## config.mk

```make
export PLATFORM = sky130hd
export DESIGN_NAME = irq_share_agg
export DESIGN_NICKNAME = d
export VERILOG_FILES = /design/src/rtl/irq_share_pkg.sv /design/src/rtl/irq_pin_tracker.sv /design/src/rtl/irq_line_delta.sv /design/src/rtl/irq_line_counter.sv /design/src/rtl/irq_share_agg.sv
export SDC_FILE = /design/constraint.sdc
export NUM_CORES = 1
export LEC_CHECK = 0
export ABC_AREA = 1
export BUFFER_PORTS_ARGS = -buffer_cell sky130_fd_sc_hd__buf_2
export CORE_ASPECT_RATIO = 1.1
export CORE_UTILIZATION = 38
export DETAILED_ROUTE_END_ITERATION = 8
export GPL_TIMING_DRIVEN = 0
export SLEW_MARGIN = 40
export SYNTH_ARGS = -nofsm -noshare
export SYNTH_HDL_FRONTEND = slang
export SYNTH_SLANG_ARGS = --single-unit
```

## constraint.sdc

```tcl
create_clock -name clk -period 50.2 [get_ports clk]
set_input_delay 5.02 -clock clk [delete_from_list [all_inputs] [get_ports clk]]
set_output_delay 5.02 -clock clk [all_outputs]
set_load 0.01 [all_outputs]
```

## src/rtl/irq_share_pkg.sv

```systemverilog
package irq_share_pkg;

  localparam int PINS_PER_SLOT = 4;

  // Shared line that a given slot pin is routed to.
  function automatic int route_line(input int slot, input int pin, input int lines);
    return (slot + pin) % lines;
  endfunction

  // Bits needed to count up to max_val inclusive.
  function automatic int count_bits(input int max_val);
    return $clog2(max_val + 1);
  endfunction

endpackage

```

## src/rtl/irq_pin_tracker.sv

```systemverilog
module irq_pin_tracker #(
  parameter int SRC = 128
) (
  input  logic           clk,
  input  logic           rst,
  input  logic [SRC-1:0] pin_lvl,
  output logic [SRC-1:0] stored_lvl,
  output logic [SRC-1:0] rise_ev,
  output logic [SRC-1:0] fall_ev
);

  logic [SRC-1:0] stored_q;

  always_ff @(posedge clk) begin
    if (rst) stored_q <= '0;
    else     stored_q <= pin_lvl;
  end

  // A real transition is a difference from the stored level.
  always_comb begin
    rise_ev = pin_lvl & ~stored_q;
    fall_ev = ~pin_lvl & stored_q;
  end

  assign stored_lvl = stored_q;

  AST_STORE_FOLLOWS: assert property (@(posedge clk) disable iff (rst)
    1'b1 |=> (stored_lvl == $past(pin_lvl)));

  AST_RESET_CLEARS: assert property (@(posedge clk)
    rst |=> (stored_lvl == '0));

endmodule

```

## src/rtl/irq_line_delta.sv

```systemverilog
module irq_line_delta
  import irq_share_pkg::*;
#(
  parameter int NUM_SLOTS = 32,
  parameter int NUM_LINES = 4,
  parameter int DW        = 9
) (
  input  logic [NUM_SLOTS*PINS_PER_SLOT-1:0] rise_ev,
  input  logic [NUM_SLOTS*PINS_PER_SLOT-1:0] fall_ev,
  output logic [NUM_LINES*DW-1:0]            delta_flat
);

  for (genvar l = 0; l < NUM_LINES; l++) begin : g_line
    logic signed [DW-1:0] acc;

    always_comb begin
      acc = '0;
      for (int s = 0; s < NUM_SLOTS; s++) begin
        for (int p = 0; p < PINS_PER_SLOT; p++) begin
          if (route_line(s, p, NUM_LINES) == l) begin
            if (rise_ev[s*PINS_PER_SLOT + p]) acc = acc + DW'(1);
            if (fall_ev[s*PINS_PER_SLOT + p]) acc = acc - DW'(1);
          end
        end
      end
    end

    assign delta_flat[l*DW +: DW] = acc;
  end

endmodule

```

## src/rtl/irq_line_counter.sv

```systemverilog
module irq_line_counter #(
  parameter int CW      = 8,
  parameter int DW      = 9,
  parameter int MAX_SRC = 128
) (
  input  logic                 clk,
  input  logic                 rst,
  input  logic signed [DW-1:0] delta,
  output logic [CW-1:0]        cnt_o,
  output logic                 line_o
);

  logic [CW-1:0]        cnt_q;
  logic                 line_q;
  logic signed [DW:0]   sum_w;
  logic [CW-1:0]        cnt_d;
  logic                 underflow_w;
  logic                 overflow_w;

  always_comb begin
    sum_w       = $signed({2'b00, cnt_q}) + $signed({delta[DW-1], delta});
    cnt_d       = sum_w[CW-1:0];
    underflow_w = sum_w[DW];
    overflow_w  = !sum_w[DW] && (sum_w > $signed((DW+1)'(MAX_SRC)));
  end

  always_ff @(posedge clk) begin
    if (rst) begin
      cnt_q  <= '0;
      line_q <= 1'b0;
    end else begin
      cnt_q  <= cnt_d;
      line_q <= (cnt_d != '0);
    end
  end

  assign cnt_o  = cnt_q;
  assign line_o = line_q;

  AST_NO_UNDERFLOW: assert property (@(posedge clk) disable iff (rst)
    !underflow_w);

  AST_NO_OVERFLOW: assert property (@(posedge clk) disable iff (rst)
    !overflow_w);

  AST_LINE_IS_NONZERO: assert property (@(posedge clk) disable iff (rst)
    line_o == (cnt_o != '0));

  AST_QUIET_HOLDS: assert property (@(posedge clk) disable iff (rst)
    (delta == '0) |=> $stable(line_o));

endmodule

```

## src/rtl/irq_share_agg.sv

```systemverilog
module irq_share_agg
  import irq_share_pkg::*;
#(
  parameter int NUM_SLOTS = 32,
  parameter int NUM_LINES = 4
) (
  input  logic                               clk,
  input  logic                               rst,
  input  logic [NUM_SLOTS*PINS_PER_SLOT-1:0] pin_lvl,
  output logic [NUM_LINES-1:0]               line_out
);

  localparam int SRC = NUM_SLOTS * PINS_PER_SLOT;
  localparam int CW  = count_bits(SRC);
  localparam int DW  = CW + 1;

  logic [SRC-1:0]           stored_lvl;
  logic [SRC-1:0]           rise_ev;
  logic [SRC-1:0]           fall_ev;
  logic [NUM_LINES*DW-1:0]  delta_flat;
  logic [NUM_LINES*CW-1:0]  cnt_flat;

  irq_pin_tracker #(.SRC(SRC)) u_track (
    .clk        (clk),
    .rst        (rst),
    .pin_lvl    (pin_lvl),
    .stored_lvl (stored_lvl),
    .rise_ev    (rise_ev),
    .fall_ev    (fall_ev)
  );

  irq_line_delta #(
    .NUM_SLOTS (NUM_SLOTS),
    .NUM_LINES (NUM_LINES),
    .DW        (DW)
  ) u_delta (
    .rise_ev    (rise_ev),
    .fall_ev    (fall_ev),
    .delta_flat (delta_flat)
  );

  // Reference count of stored high sources routed to one line.
  function automatic logic [CW-1:0] routed_high(input logic [SRC-1:0] lv, input int line);
    logic [CW-1:0] n;
    n = '0;
    for (int s = 0; s < NUM_SLOTS; s++)
      for (int p = 0; p < PINS_PER_SLOT; p++)
        if (route_line(s, p, NUM_LINES) == line && lv[s*PINS_PER_SLOT + p])
          n = n + CW'(1);
    return n;
  endfunction

  for (genvar l = 0; l < NUM_LINES; l++) begin : g_cnt
    irq_line_counter #(
      .CW      (CW),
      .DW      (DW),
      .MAX_SRC (SRC)
    ) u_cnt (
      .clk    (clk),
      .rst    (rst),
      .delta  (delta_flat[l*DW +: DW]),
      .cnt_o  (cnt_flat[l*CW +: CW]),
      .line_o (line_out[l])
    );

    AST_CNT_TRACKS_PINS: assert property (@(posedge clk) disable iff (rst)
      cnt_flat[l*CW +: CW] == routed_high(stored_lvl, l));
  end

endmodule

```

==> metrics.csv <==
metric,value,unit
arrival,39970,ps
slew_viol_final,0,
swShare,62.61,%
grtUsageMet3,2.355,%
design_area,61760,sq um
dr.pass1.iters,6,
drt-initial-drc-count,2295,
nets,11760,
hold_path.class,reg2reg,
synthFlopType,dfxtp_1,
numCtsBuffers,17,
combPwrFrac,92.9,%
postCtsHoldBufs,0,
critical-path-top-delay-family,adder cells,
setup_viol,0,
rsz0062_at_grt,false,
grt_start_max_net_pins,17,
grt_first_pass_wirelength,233200,microns
cts.path.max_buffers,2,
path_class,in2reg,
vias,61530,
busiest_layer,met2,
io_buffers,133,
antenna_found_initial,27,
finalHoldViolCount,0,
start_kind,primary input,
cts_tree,done,
grt_overflow,0,
ys_types,81,
status,finished clean,
gp_congestion,0.8819,
start_util,38.48,%
wl_per_cell,9.822,microns
r2r-start,u_track.stored_lvl[6]$_SDFF_PP0_,
ir_drop,0.03864,mV
cp.buffers_inverters,51,
syn_inst,11240,
htree_levels,4,
hold_depth,3,
post-place-ws,9954,ps
postRouteAntennaNets,0,
dpl_cell_area,61150,sq um
area_growth,6.542,%
p_per_area,72.93,nW/um^2
p_sw,2820,uW
hp-start,g_cnt[1].u_cnt.cnt_o[0]$_SDFF_PP0_,
clkPwrFrac,3.6,%
cp_slowest_stage_delay,530,ps
fin_skew,27.38,ps
r2r_slack,14830,ps
worstPathRequired,50650,ps
drc_errors,0,
path_clk_slew,80,ps
crit_path_top_delay_cell,fa_1,
ff2ff_path_depth,201,
cpMostUsedCell,ha_1,
worst_pin_slew,670.0,ps
die_y,411.6,microns
max-cap-violations,0,
drive_gt1_share,17.97,%
maxSlewHeadroom,55.33,%
post_cts_buffers,0,
first_global_vias,57040,
fmax,0.02530,GHz
seqPwrFrac,3.5,%
clkSinkCount,164,
synth-seq-cells,164,
met1_usage,20.28,%
ios,134,
r2r-end,g_cnt[3].u_cnt.line_o$_SDFF_PP0_,
ys_warn_count,0,
die_w,374.4,microns
fin_crit_sh,78.73,%
clkLatencyLatePin,570,ps
post-route-util,41.00,%
worstHoldEndpoint,g_cnt[1].u_cnt.cnt_o[0]$_SDFF_PP0_,
ys_seq_area_share,5.663,%
dp_hpwl,114700,microns
p_leak,0.03882,uW
finalCriticalPeriod,39520,ps
fin_ws,10680,ps
via_per_inst,4.601,
p_int,1684,uW
post_cts_resized,0,
avgSynthCellArea,5.158,sq um
cp-end-kind,register,
use_met2,32.50,%
rows,149,
die-area,154100,sq um
cts_root_buf,clkbuf_16,
synth-edff-count,0,
synthArstFlopShare,0,%
netlist_area,57970,sq um
cp_max_fo,5,
grt.total_usage,17.14,%
fin_setup_tns,0,ps
core,150600,sq um
wirelength,131400,microns
synth_nets,11600,
worst min-delay path, delay by kind of cell (launching register included):
kind / cells / cell delay, ps
buffers and inverters: 1 / 40
and+or+nand+nor: 1 / 70
adders and majority gates: 1 / 120
DFF: 1 / 310
state kept, by name (all words and copies together) (netlist names):
signal / cells
g_cnt.u_cnt.cnt_o: 32
g_cnt.u_cnt.line_o: 4
u_track.stored_lvl: 128
power by group through the flow:
stage	clock, uW	combinational [uW]	sequential [uW]
3_5_place_dp	0	4200	162
6_report	160	4190	159
5_1_grt	173	4840	161
4_1_cts	171	4220	160
2_1_floorplan	0	3580	160
3_3_place_gp	0	4100	162
layout by cell type, fill, tap and decap left out, types with 137 or more instances in the layout:
master | synthesis | layout
xnor2_1 | 137 | 137
nand2_1 | 3550 | 3550
inv_2 | 276 | 276
ha_1 | 228 | 228
nor2_1 | 957 | 957
nand3_1 | 1493 | 1493
dfxtp_1 | 164 | 164
nand2_2 | 926 | 926
xor2_1 | 174 | 174
inv_1 | 2019 | 2019
cell usage after synthesis, types with 23 or more instances:
| library cell | n | share of area (%) |
|---|---|---|
| nand2_2 | 926 | 10 |
| xnor2_1 | 137 | 2.1 |
| a21oi_1 | 124 | 1.1 |
| dfxtp_1 | 164 | 5.7 |
| nand3b_1 | 75 | 0.97 |
| nor2_4 | 48 | 0.93 |
| o21ai_2 | 61 | 0.92 |
| inv_1 | 2019 | 13 |
| nor2_1 | 957 | 6.2 |
| ha_1 | 228 | 4.9 |
| nand3_1 | 1493 | 13 |
| xor2_1 | 174 | 2.6 |
| nor2_2 | 120 | 1.3 |
| nor3_1 | 23 | 0.20 |
| nand3_2 | 124 | 2.1 |
| nand4_1 | 110 | 1.2 |
| nand2_4 | 105 | 2.0 |
| o21ai_1 | 96 | 0.83 |
| or2_1 | 25 | 0.27 |
| o21ai_0 | 74 | 0.64 |
| nand2_1 | 3550 | 23 |
| or2_2 | 59 | 0.64 |
| inv_2 | 276 | 1.8 |
per-layer routing:
layer | up-vias | share of wire (%)
li1 | 34620 | -
met2 | 408 | 48
met1 | 26370 | 47
met5 | - | 0.086
met3 | 111 | 2.8
met4 | 22 | 1.3
cells by family after synthesis:
family          count (synthesis)  synth area share (%)
compound gates                442                 4.759
flops                         164                 5.663
buf+inv                      2370                 15.66
mux                            10                0.1943
simple gates                 7669                 62.79
fa+ha+maj                     237                 5.215
xor+xnor                      346                 5.720
cell type report:
| type | instances | area (sq um) |
|---|---|---|
| multi-input cells | 8704 | 45610 |
| well taps | 1963 | 2456 |
| inverters | 2346 | 8972 |
| repair buffers | 135 | 708.2 |
| plain buffers | 24 | 122.6 |
| flip-flops and latches | 164 | 3283 |
| diodes | 6 | 15.01 |
| clock inverters | 13 | 143.9 |
| clock buffers | 19 | 452.9 |
| fillers | 16790 | 88870 |
worst max path at each step:
stage | start | endpoint | cells past startpoint | slack, ps
finish | pin_lvl[6] | g_cnt[3].u_cnt.line_o$_SDFF_PP0_ | 201 | 10680
global route | pin_lvl[6] | g_cnt[3].u_cnt.line_o$_SDFF_PP0_ | 202 | 7520
CTS | pin_lvl[6] | g_cnt[3].u_cnt.line_o$_SDFF_PP0_ | 201 | 10540
detailed placement | pin_lvl[6] | g_cnt[3].u_cnt.line_o$_SDFF_PP0_ | 201 | 9950
global placement | pin_lvl[6] | g_cnt[3].u_cnt.line_o$_SDFF_PP0_ | 202 | 10870
floorplan | pin_lvl[6] | g_cnt[3].u_cnt.line_o$_SDFF_PP0_ | 201 | 13530
through the flow:
step	instances	hold WS (ps)	power [uW]
after CTS	13370	580.3	4550
after detailed placement	13340	562.4	4360
final	13370	574.3	4505
after global placement	13330	562.5	4262
after global routing	13370	632.0	5171
after floorplan	11240	542.9	3741
Power figures use the tool's default switching activity.
